<file path="config.mk">
export PLATFORM = sky130hd
export DESIGN_NAME = tiling_irq_ctrl
export DESIGN_NICKNAME = d
export VERILOG_FILES = /design/src/rtl/tic_pkg.sv /design/src/rtl/tic_decode.sv /design/src/rtl/tic_pend_bank.sv /design/src/rtl/tic_enable_mask.sv /design/src/rtl/tic_ovf_pool.sv /design/src/rtl/tiling_irq_ctrl.sv
export SDC_FILE = /design/constraint.sdc
export NUM_CORES = 1
export LEC_CHECK = 0
export BUFFER_PORTS_ARGS = -buffer_cell sky130_fd_sc_hd__buf_2
export CORE_ASPECT_RATIO = 1.25
export CORE_MARGIN = 2
export CORE_UTILIZATION = 40
export CTS_CLUSTER_SIZE = 30
export DETAILED_ROUTE_END_ITERATION = 10
export PLACE_DENSITY = 0.71
export SLEW_MARGIN = 25
export SYNTH_ARGS = -nofsm -noshare
export SYNTH_HDL_FRONTEND = slang
export SYNTH_SLANG_ARGS = --single-unit
</file>
<file path="constraint.sdc">
create_clock -name clk -period 1.55 [get_ports clk]
set_input_delay 0.31 -clock clk [delete_from_list [all_inputs] [get_ports clk]]
set_output_delay 0.31 -clock clk [all_outputs]
set_load 0.005 [all_outputs]
</file>
<file path="src/rtl/tic_pkg.sv">
package tic_pkg;
  localparam int NSRC     = 3;
  localparam int SRC_FLUSH = 0;
  localparam int SRC_FRAME = 1;
  localparam int SRC_OOM   = 2;

  localparam int ADR_PEND   = 0;
  localparam int ADR_EN_SET = 1;
  localparam int ADR_EN_CLR = 2;
  localparam int ADR_BASE   = 3;
  localparam int ADR_SIZE   = 4;

  typedef enum logic [2:0] {
    SEL_PEND,
    SEL_EN_SET,
    SEL_EN_CLR,
    SEL_BASE,
    SEL_SIZE,
    SEL_NONE
  } reg_sel_e;
endpackage

</file>
<file path="src/rtl/tic_decode.sv">
module tic_decode
  import tic_pkg::*;
#(
  parameter int ADDR_W = 3
) (
  input  logic              valid,
  input  logic              write,
  input  logic [ADDR_W-1:0] addr,
  input  logic [NSRC-1:0]   wbits,
  output reg_sel_e          sel,
  output logic              rd_en,
  output logic [NSRC-1:0]   ack_mask,
  output logic [NSRC-1:0]   set_mask,
  output logic [NSRC-1:0]   dis_mask,
  output logic              base_we,
  output logic              size_we
);
  logic wr_en;

  always_comb begin
    if      (addr == ADDR_W'(ADR_PEND))   sel = SEL_PEND;
    else if (addr == ADDR_W'(ADR_EN_SET)) sel = SEL_EN_SET;
    else if (addr == ADDR_W'(ADR_EN_CLR)) sel = SEL_EN_CLR;
    else if (addr == ADDR_W'(ADR_BASE))   sel = SEL_BASE;
    else if (addr == ADDR_W'(ADR_SIZE))   sel = SEL_SIZE;
    else                                  sel = SEL_NONE;
  end

  assign wr_en    = valid && write;
  assign rd_en    = valid && !write;
  assign ack_mask = (wr_en && sel == SEL_PEND)   ? wbits : '0;
  assign set_mask = (wr_en && sel == SEL_EN_SET) ? wbits : '0;
  assign dis_mask = (wr_en && sel == SEL_EN_CLR) ? wbits : '0;
  assign base_we  = wr_en && sel == SEL_BASE;
  assign size_we  = wr_en && sel == SEL_SIZE;
endmodule

</file>
<file path="src/rtl/tic_pend_bank.sv">
module tic_pend_bank #(
  parameter int              NSRC       = 3,
  parameter logic [NSRC-1:0] LEVEL_MASK = '0
) (
  input  logic            clk,
  input  logic            rst,
  input  logic [NSRC-1:0] evt,
  input  logic [NSRC-1:0] clr,
  output logic [NSRC-1:0] pend_q,
  output logic [NSRC-1:0] pend_d
);
  for (genvar i = 0; i < NSRC; i++) begin : g_bit
    // a source event overrides an acknowledge in the same cycle
    assign pend_d[i] = (pend_q[i] & ~clr[i]) | evt[i];

    always_ff @(posedge clk) begin
      if (rst) pend_q[i] <= 1'b0;
      else     pend_q[i] <= pend_d[i];
    end

    p_ack_clears_r2: assert property (@(posedge clk) disable iff (rst)
      (clr[i] && !evt[i]) |=> !pend_q[i]);

    if (LEVEL_MASK[i]) begin : g_level
      p_level_reasserts_r7: assert property (@(posedge clk) disable iff (rst)
        evt[i] |=> pend_q[i]);
    end else begin : g_pulse
      p_event_wins_r3: assert property (@(posedge clk) disable iff (rst)
        evt[i] |=> pend_q[i]);
    end
  end
endmodule

</file>
<file path="src/rtl/tic_enable_mask.sv">
module tic_enable_mask #(
  parameter int NSRC = 3
) (
  input  logic            clk,
  input  logic            rst,
  input  logic [NSRC-1:0] set_mask,
  input  logic [NSRC-1:0] dis_mask,
  output logic [NSRC-1:0] en_q,
  output logic [NSRC-1:0] en_d
);
  assign en_d = (en_q | set_mask) & ~dis_mask;

  always_ff @(posedge clk) begin
    if (rst) en_q <= '0;
    else     en_q <= en_d;
  end

  for (genvar i = 0; i < NSRC; i++) begin : g_chk
    p_enable_set_r4: assert property (@(posedge clk) disable iff (rst)
      (set_mask[i] && !dis_mask[i]) |=> en_q[i]);
    p_enable_clear_r4: assert property (@(posedge clk) disable iff (rst)
      dis_mask[i] |=> !en_q[i]);
    p_enable_hold_r4: assert property (@(posedge clk) disable iff (rst)
      (!set_mask[i] && !dis_mask[i]) |=> $stable(en_q[i]));
  end
endmodule

</file>
<file path="src/rtl/tic_ovf_pool.sv">
module tic_ovf_pool #(
  parameter int DATA_W = 32
) (
  input  logic              clk,
  input  logic              rst,
  input  logic              base_we,
  input  logic              size_we,
  input  logic [DATA_W-1:0] wdata,
  input  logic              oom_pulse,
  output logic [DATA_W-1:0] base_q,
  output logic [DATA_W-1:0] size_q,
  output logic              cond_q
);
  logic resolve_q;

  always_ff @(posedge clk) begin
    if (rst) begin
      base_q    <= '0;
      size_q    <= '0;
      resolve_q <= 1'b0;
      cond_q    <= 1'b0;
    end else begin
      if (base_we) base_q <= wdata;
      if (size_we) size_q <= wdata;
      resolve_q <= size_we;
      cond_q    <= (cond_q & ~resolve_q) | oom_pulse;
    end
  end

  p_oom_raise_r7: assert property (@(posedge clk) disable iff (rst)
    oom_pulse |=> cond_q);
  p_oom_resolve_r8: assert property (@(posedge clk) disable iff (rst)
    (resolve_q && !oom_pulse) |=> !cond_q);
  p_size_load_r8: assert property (@(posedge clk) disable iff (rst)
    size_we |=> (size_q == $past(wdata)));
  p_base_hold_r8: assert property (@(posedge clk) disable iff (rst)
    !base_we |=> $stable(base_q));
endmodule

</file>
<file path="src/rtl/tiling_irq_ctrl.sv">
module tiling_irq_ctrl
  import tic_pkg::*;
#(
  parameter int ADDR_W = 3,
  parameter int DATA_W = 32
) (
  input  logic              clk,
  input  logic              rst,
  input  logic              bus_valid,
  input  logic              bus_write,
  input  logic [ADDR_W-1:0] bus_addr,
  input  logic [DATA_W-1:0] bus_wdata,
  output logic [DATA_W-1:0] bus_rdata,
  input  logic              evt_flush_done,
  input  logic              evt_frame_done,
  input  logic              evt_out_of_mem,
  output logic [DATA_W-1:0] ovf_base,
  output logic [DATA_W-1:0] ovf_size,
  output logic              irq
);
  localparam int PAD_W = DATA_W - NSRC;
  localparam logic [NSRC-1:0] LEVEL_SRCS = NSRC'(1) << SRC_OOM;

  reg_sel_e        sel;
  logic            rd_en, base_we, size_we, oom_cond;
  logic [NSRC-1:0] ack_mask, set_mask, dis_mask;
  logic [NSRC-1:0] pend_q, pend_d, en_q, en_d, evt_vec;
  logic [DATA_W-1:0] rd_next;

  tic_decode #(.ADDR_W(ADDR_W)) u_decode (
    .valid(bus_valid), .write(bus_write), .addr(bus_addr),
    .wbits(bus_wdata[NSRC-1:0]), .sel(sel), .rd_en(rd_en),
    .ack_mask(ack_mask), .set_mask(set_mask), .dis_mask(dis_mask),
    .base_we(base_we), .size_we(size_we)
  );

  tic_ovf_pool #(.DATA_W(DATA_W)) u_pool (
    .clk(clk), .rst(rst), .base_we(base_we), .size_we(size_we),
    .wdata(bus_wdata), .oom_pulse(evt_out_of_mem),
    .base_q(ovf_base), .size_q(ovf_size), .cond_q(oom_cond)
  );

  always_comb begin
    evt_vec            = '0;
    evt_vec[SRC_FLUSH] = evt_flush_done;
    evt_vec[SRC_FRAME] = evt_frame_done;
    evt_vec[SRC_OOM]   = oom_cond;
  end

  tic_pend_bank #(.NSRC(NSRC), .LEVEL_MASK(LEVEL_SRCS)) u_pend (
    .clk(clk), .rst(rst), .evt(evt_vec), .clr(ack_mask),
    .pend_q(pend_q), .pend_d(pend_d)
  );

  tic_enable_mask #(.NSRC(NSRC)) u_enable (
    .clk(clk), .rst(rst), .set_mask(set_mask), .dis_mask(dis_mask),
    .en_q(en_q), .en_d(en_d)
  );

  always_comb begin
    unique case (sel)
      SEL_PEND:              rd_next = {{PAD_W{1'b0}}, pend_q};
      SEL_EN_SET, SEL_EN_CLR: rd_next = {{PAD_W{1'b0}}, en_q};
      SEL_BASE:              rd_next = ovf_base;
      SEL_SIZE:              rd_next = ovf_size;
      default:               rd_next = '0;
    endcase
  end

  always_ff @(posedge clk) begin
    if (rst) begin
      bus_rdata <= '0;
      irq       <= 1'b0;
    end else begin
      if (rd_en) bus_rdata <= rd_next;
      irq <= |(pend_d & en_d);
    end
  end

  p_irq_needs_enable_r6: assert property (@(posedge clk) disable iff (rst)
    irq |-> (|en_q));
  p_irq_needs_pending_r6: assert property (@(posedge clk) disable iff (rst)
    irq |-> (|pend_q));
  p_rdata_hold_r5: assert property (@(posedge clk) disable iff (rst)
    !rd_en |=> $stable(bus_rdata));
endmodule

</file>
==> results.md <==
- Synth area leaders: dfxtp_1, nand2_1, a21oi_1
- Static leakage: between 2 and 2.5 nW
- Final WL: around 12000 um
- Synthesis-stage register bit count: 105
- Met2 Use GR: a little under two fifths
- YS warnings: 0
- Async set-or-reset flop fraction in the synthesized netlist: 0%
- Crit path cell chain: buf_2 > nor4bb_1 > a21boi_0 > o221ai_1 > o221ai_2
- Hold-fix buffer count after cts: 0
- Nets: around 660
- H-tree lvl count: 3
- Register area share after synthesis: between 50% and 60%
- Maximum Capacitance Violations: 0
- Buffers added on ports: between 100 and 150
- Syn nets: around 530
- Number of antenna violations at the first check in global routing: 0
- Maximum number of pins on one net before global-route repair: 55
- Core Box Area: 0.0100 sq mm
- Initial DRT Pass Iterations: 5
- Critical path launch point type: input pin
- Met1 Usage GRT: about a quarter
- Top cell type's share of synthesized area: approximately 51%
- CP endpoint kind: flop
- Area delta synth->final: 29.6%
- Die H: roughly 120 um
- Clk_skew: around 0.0069 ns
- Die area: 0.0110 sq mm
- Share of cells above drive strength 1: between 20% and 30%
- Worst hold path type: in -> reg
- Global-route wire length before repair: 18000 um
- EDFF count, synth: 0
- Num ports: between 100 and 150
- Sequential standard cell area: 0.00210 sq mm
- Via density: about 5.3
- CTS Root Cell: clkbuf_16
- Most common cell in the netlist: nand2_1
- Unrepaired setup endpoints after global routing: no
- Critical path arrival: 1.57 ns
- Setup violators final: 0
- Synth area leader: dfxtp_1
- Critical path's slowest cell: nor4bb_1
- Worst Path Required: 1.77 ns
- CTS tree: built
- Maximum buffer depth of the clock tree: 2
- Grt total ovfl: 0
- Final WS setup: 0.195 ns
- Slew HR: between 60% and 70%
- # fillers: between 900 and 1000
- Gr usage total: between 20% and 30%
- Distinct cells, synth: 33
- Fmax: around 740 MHz
- Post-CTS Setup Inserts: 0
- Slew @ Worst Pin: between 0.5 and 0.6 ns
- GP Congestion: between 0.8 and 0.9
- DP HPWL: 8110 um
- Diodes inserted: 0
- Drt initial violations: about 220
- Synth Area per Inst: ~8.4 sq um
- Reg clk slew, reported paths: about 0.07 ns
- Worst IR Drop VDD: just over 0.0005 V
- Via Count: ~4000
- Cells after Synth: 489
- Primary FF master, synth: dfxtp_1
- Area used by multi-input combinational logic: 0.00177 sq mm
- Final hold slack: about 0.19 ns
- Wire per inst: ~16 um
- Pwr Density: between 1000 and 1500 mW/mm^2
- Met3 Resource Use GR: 4.10%
- GRT Max-Usage Layer: met2
- Peak per-stage delay on the critical path: roughly 0.50 ns
- Top post-synthesis cells by count: nand2_1, dfxtp_1, a21oi_1
- Post-layout min period: 1.36 ns
- Row cnt: slightly above 40
- Status: completed
- Post-DRT Antenna Nets: 0
- Inserted Clock Buffers: 9
- Max-slew violations: 0
- Vias in the first global route: roughly 3600
- Post-cts sizing count: 0
- Pre-CTS setup slack: -0.140 ns
- Fin crit share: 87.4%
- Clk Latency, worst-skew pair: ~0.34 ns
- Setup CP Type: in -> reg
- Die Width: about 94 um
- Crit-path max FO: 5
- Post-Syn Area: around 0.004 sq mm
- Count of final hold-check violations: 0
- Num Clock Sinks: approximately 110
- Post-route DRC: 0
- Initial Util: about two fifths
[flip-flops by register name, summed over array words and instances, names as in the netlist]
name	count
bus_rdata	32
u_pool.base_q	32
u_pool.size_q	32
u_enable.en_q	3
u_pend.pend_q	3
irq	1
u_pool.cond_q	1
u_pool.resolve_q	1
[worst paths after layout]
| check | from | end | slack, ns | depth (start not counted) |
|---|---|---|---|---|
| worst max-delay path | bus_addr[0] | irq | 0.19 | 5 |
| worst min-delay path | evt_out_of_mem | u_pool.cond_q | 0.19 | 3 |
| worst max register to register | u_pend.pend_q[1] | bus_rdata[1] | 0.36 | 4 |
| worst min register to register | u_pool.size_q[27] | u_pool.size_q[27] | 0.47 | 2 |
[routing by layer]
layer,share of wire (%),vias to the layer above
met4,2.4,0
met5,0,-
met2,53,138
met3,5.7,25
li1,-,1938
met1,39,1891
[critical path: cells and delay by family]
family	cells	cell delay, ns
AO/OA/AOI/OAI	3	0.63
buffers and inverters	1	0.14
AND/OR/NAND/NOR	1	0.50
[cell families after synthesis]
| logic type | count (synthesis) | synth area share, % |
|---|---|---|
| mux | 3 | 0.735 |
| simple gates | 183 | 18.2 |
| compound gates | 147 | 24.1 |
| buf+inv | 51 | 5.51 |
| flops | 105 | 51.4 |
[stage by stage]
step | area (sq um) | utilization, % | TNS, ns | power (mW) | std cells
6_report | 5300 | 52.9 | 0 | 5.49 | 753
5_1_grt | 5300 | 52.9 | 0 | 5.68 | 753
4_1_cts | 5300 | 52.9 | 0 | 5.53 | 753
3_5_place_dp | 4980 | 49.8 | -0.179 | 3.18 | 737
3_3_place_gp | 4980 | 49.8 | -0.184 | 3.17 | 737
2_1_floorplan | 4090 | - | 0 | 2.99 | 489
[area by class of cell]
class | instances | share of cell area [%]
Tap cell | 129 | 3.05
Clock inverter | 4 | 0.921
Sequential cell | 105 | 39.7
Multi-Input combinational cell | 333 | 33.4
Timing Repair Buffer | 161 | 17.3
Inverter | 9 | 0.638
Clock buffer | 12 | 5.03
[where the power goes]
group	switching [mW]	total (mW)	leakage, nW	internal (mW)
Clock	0.986	2.37	0.159	1.39
Sequential	0.0240	2.76	0.849	2.73
Combinational	0.222	0.362	1.31	0.140
[cell usage in the layout (no fill, tap or decap), types with 2 or more instances in the layout]
cell / netlist / layout
a31oi_1: 3 / 3
and3b_1: 2 / 2
dfxtp_1: 105 / 105
a221oi_1: 3 / 3
and3_1: 4 / 4
buf_4: 4 / 20
a21oi_1: 69 / 69
buf_12: 0 / 4
a22o_1: 29 / 29
buf_2: 15 / 137
mux2i_1: 3 / 3
a211o_1: 3 / 3
a22oi_1: 29 / 29
nor2_1: 37 / 36
inv_1: 9 / 9
clkbuf_16: 0 / 9
nand3_1: 3 / 3
clkbuf_8: 0 / 3
a211oi_1: 2 / 2
nand2_1: 130 / 130
clkinv_2: 0 / 2
nor2b_1: 3 / 3
(Power assumes the default switching activity.)
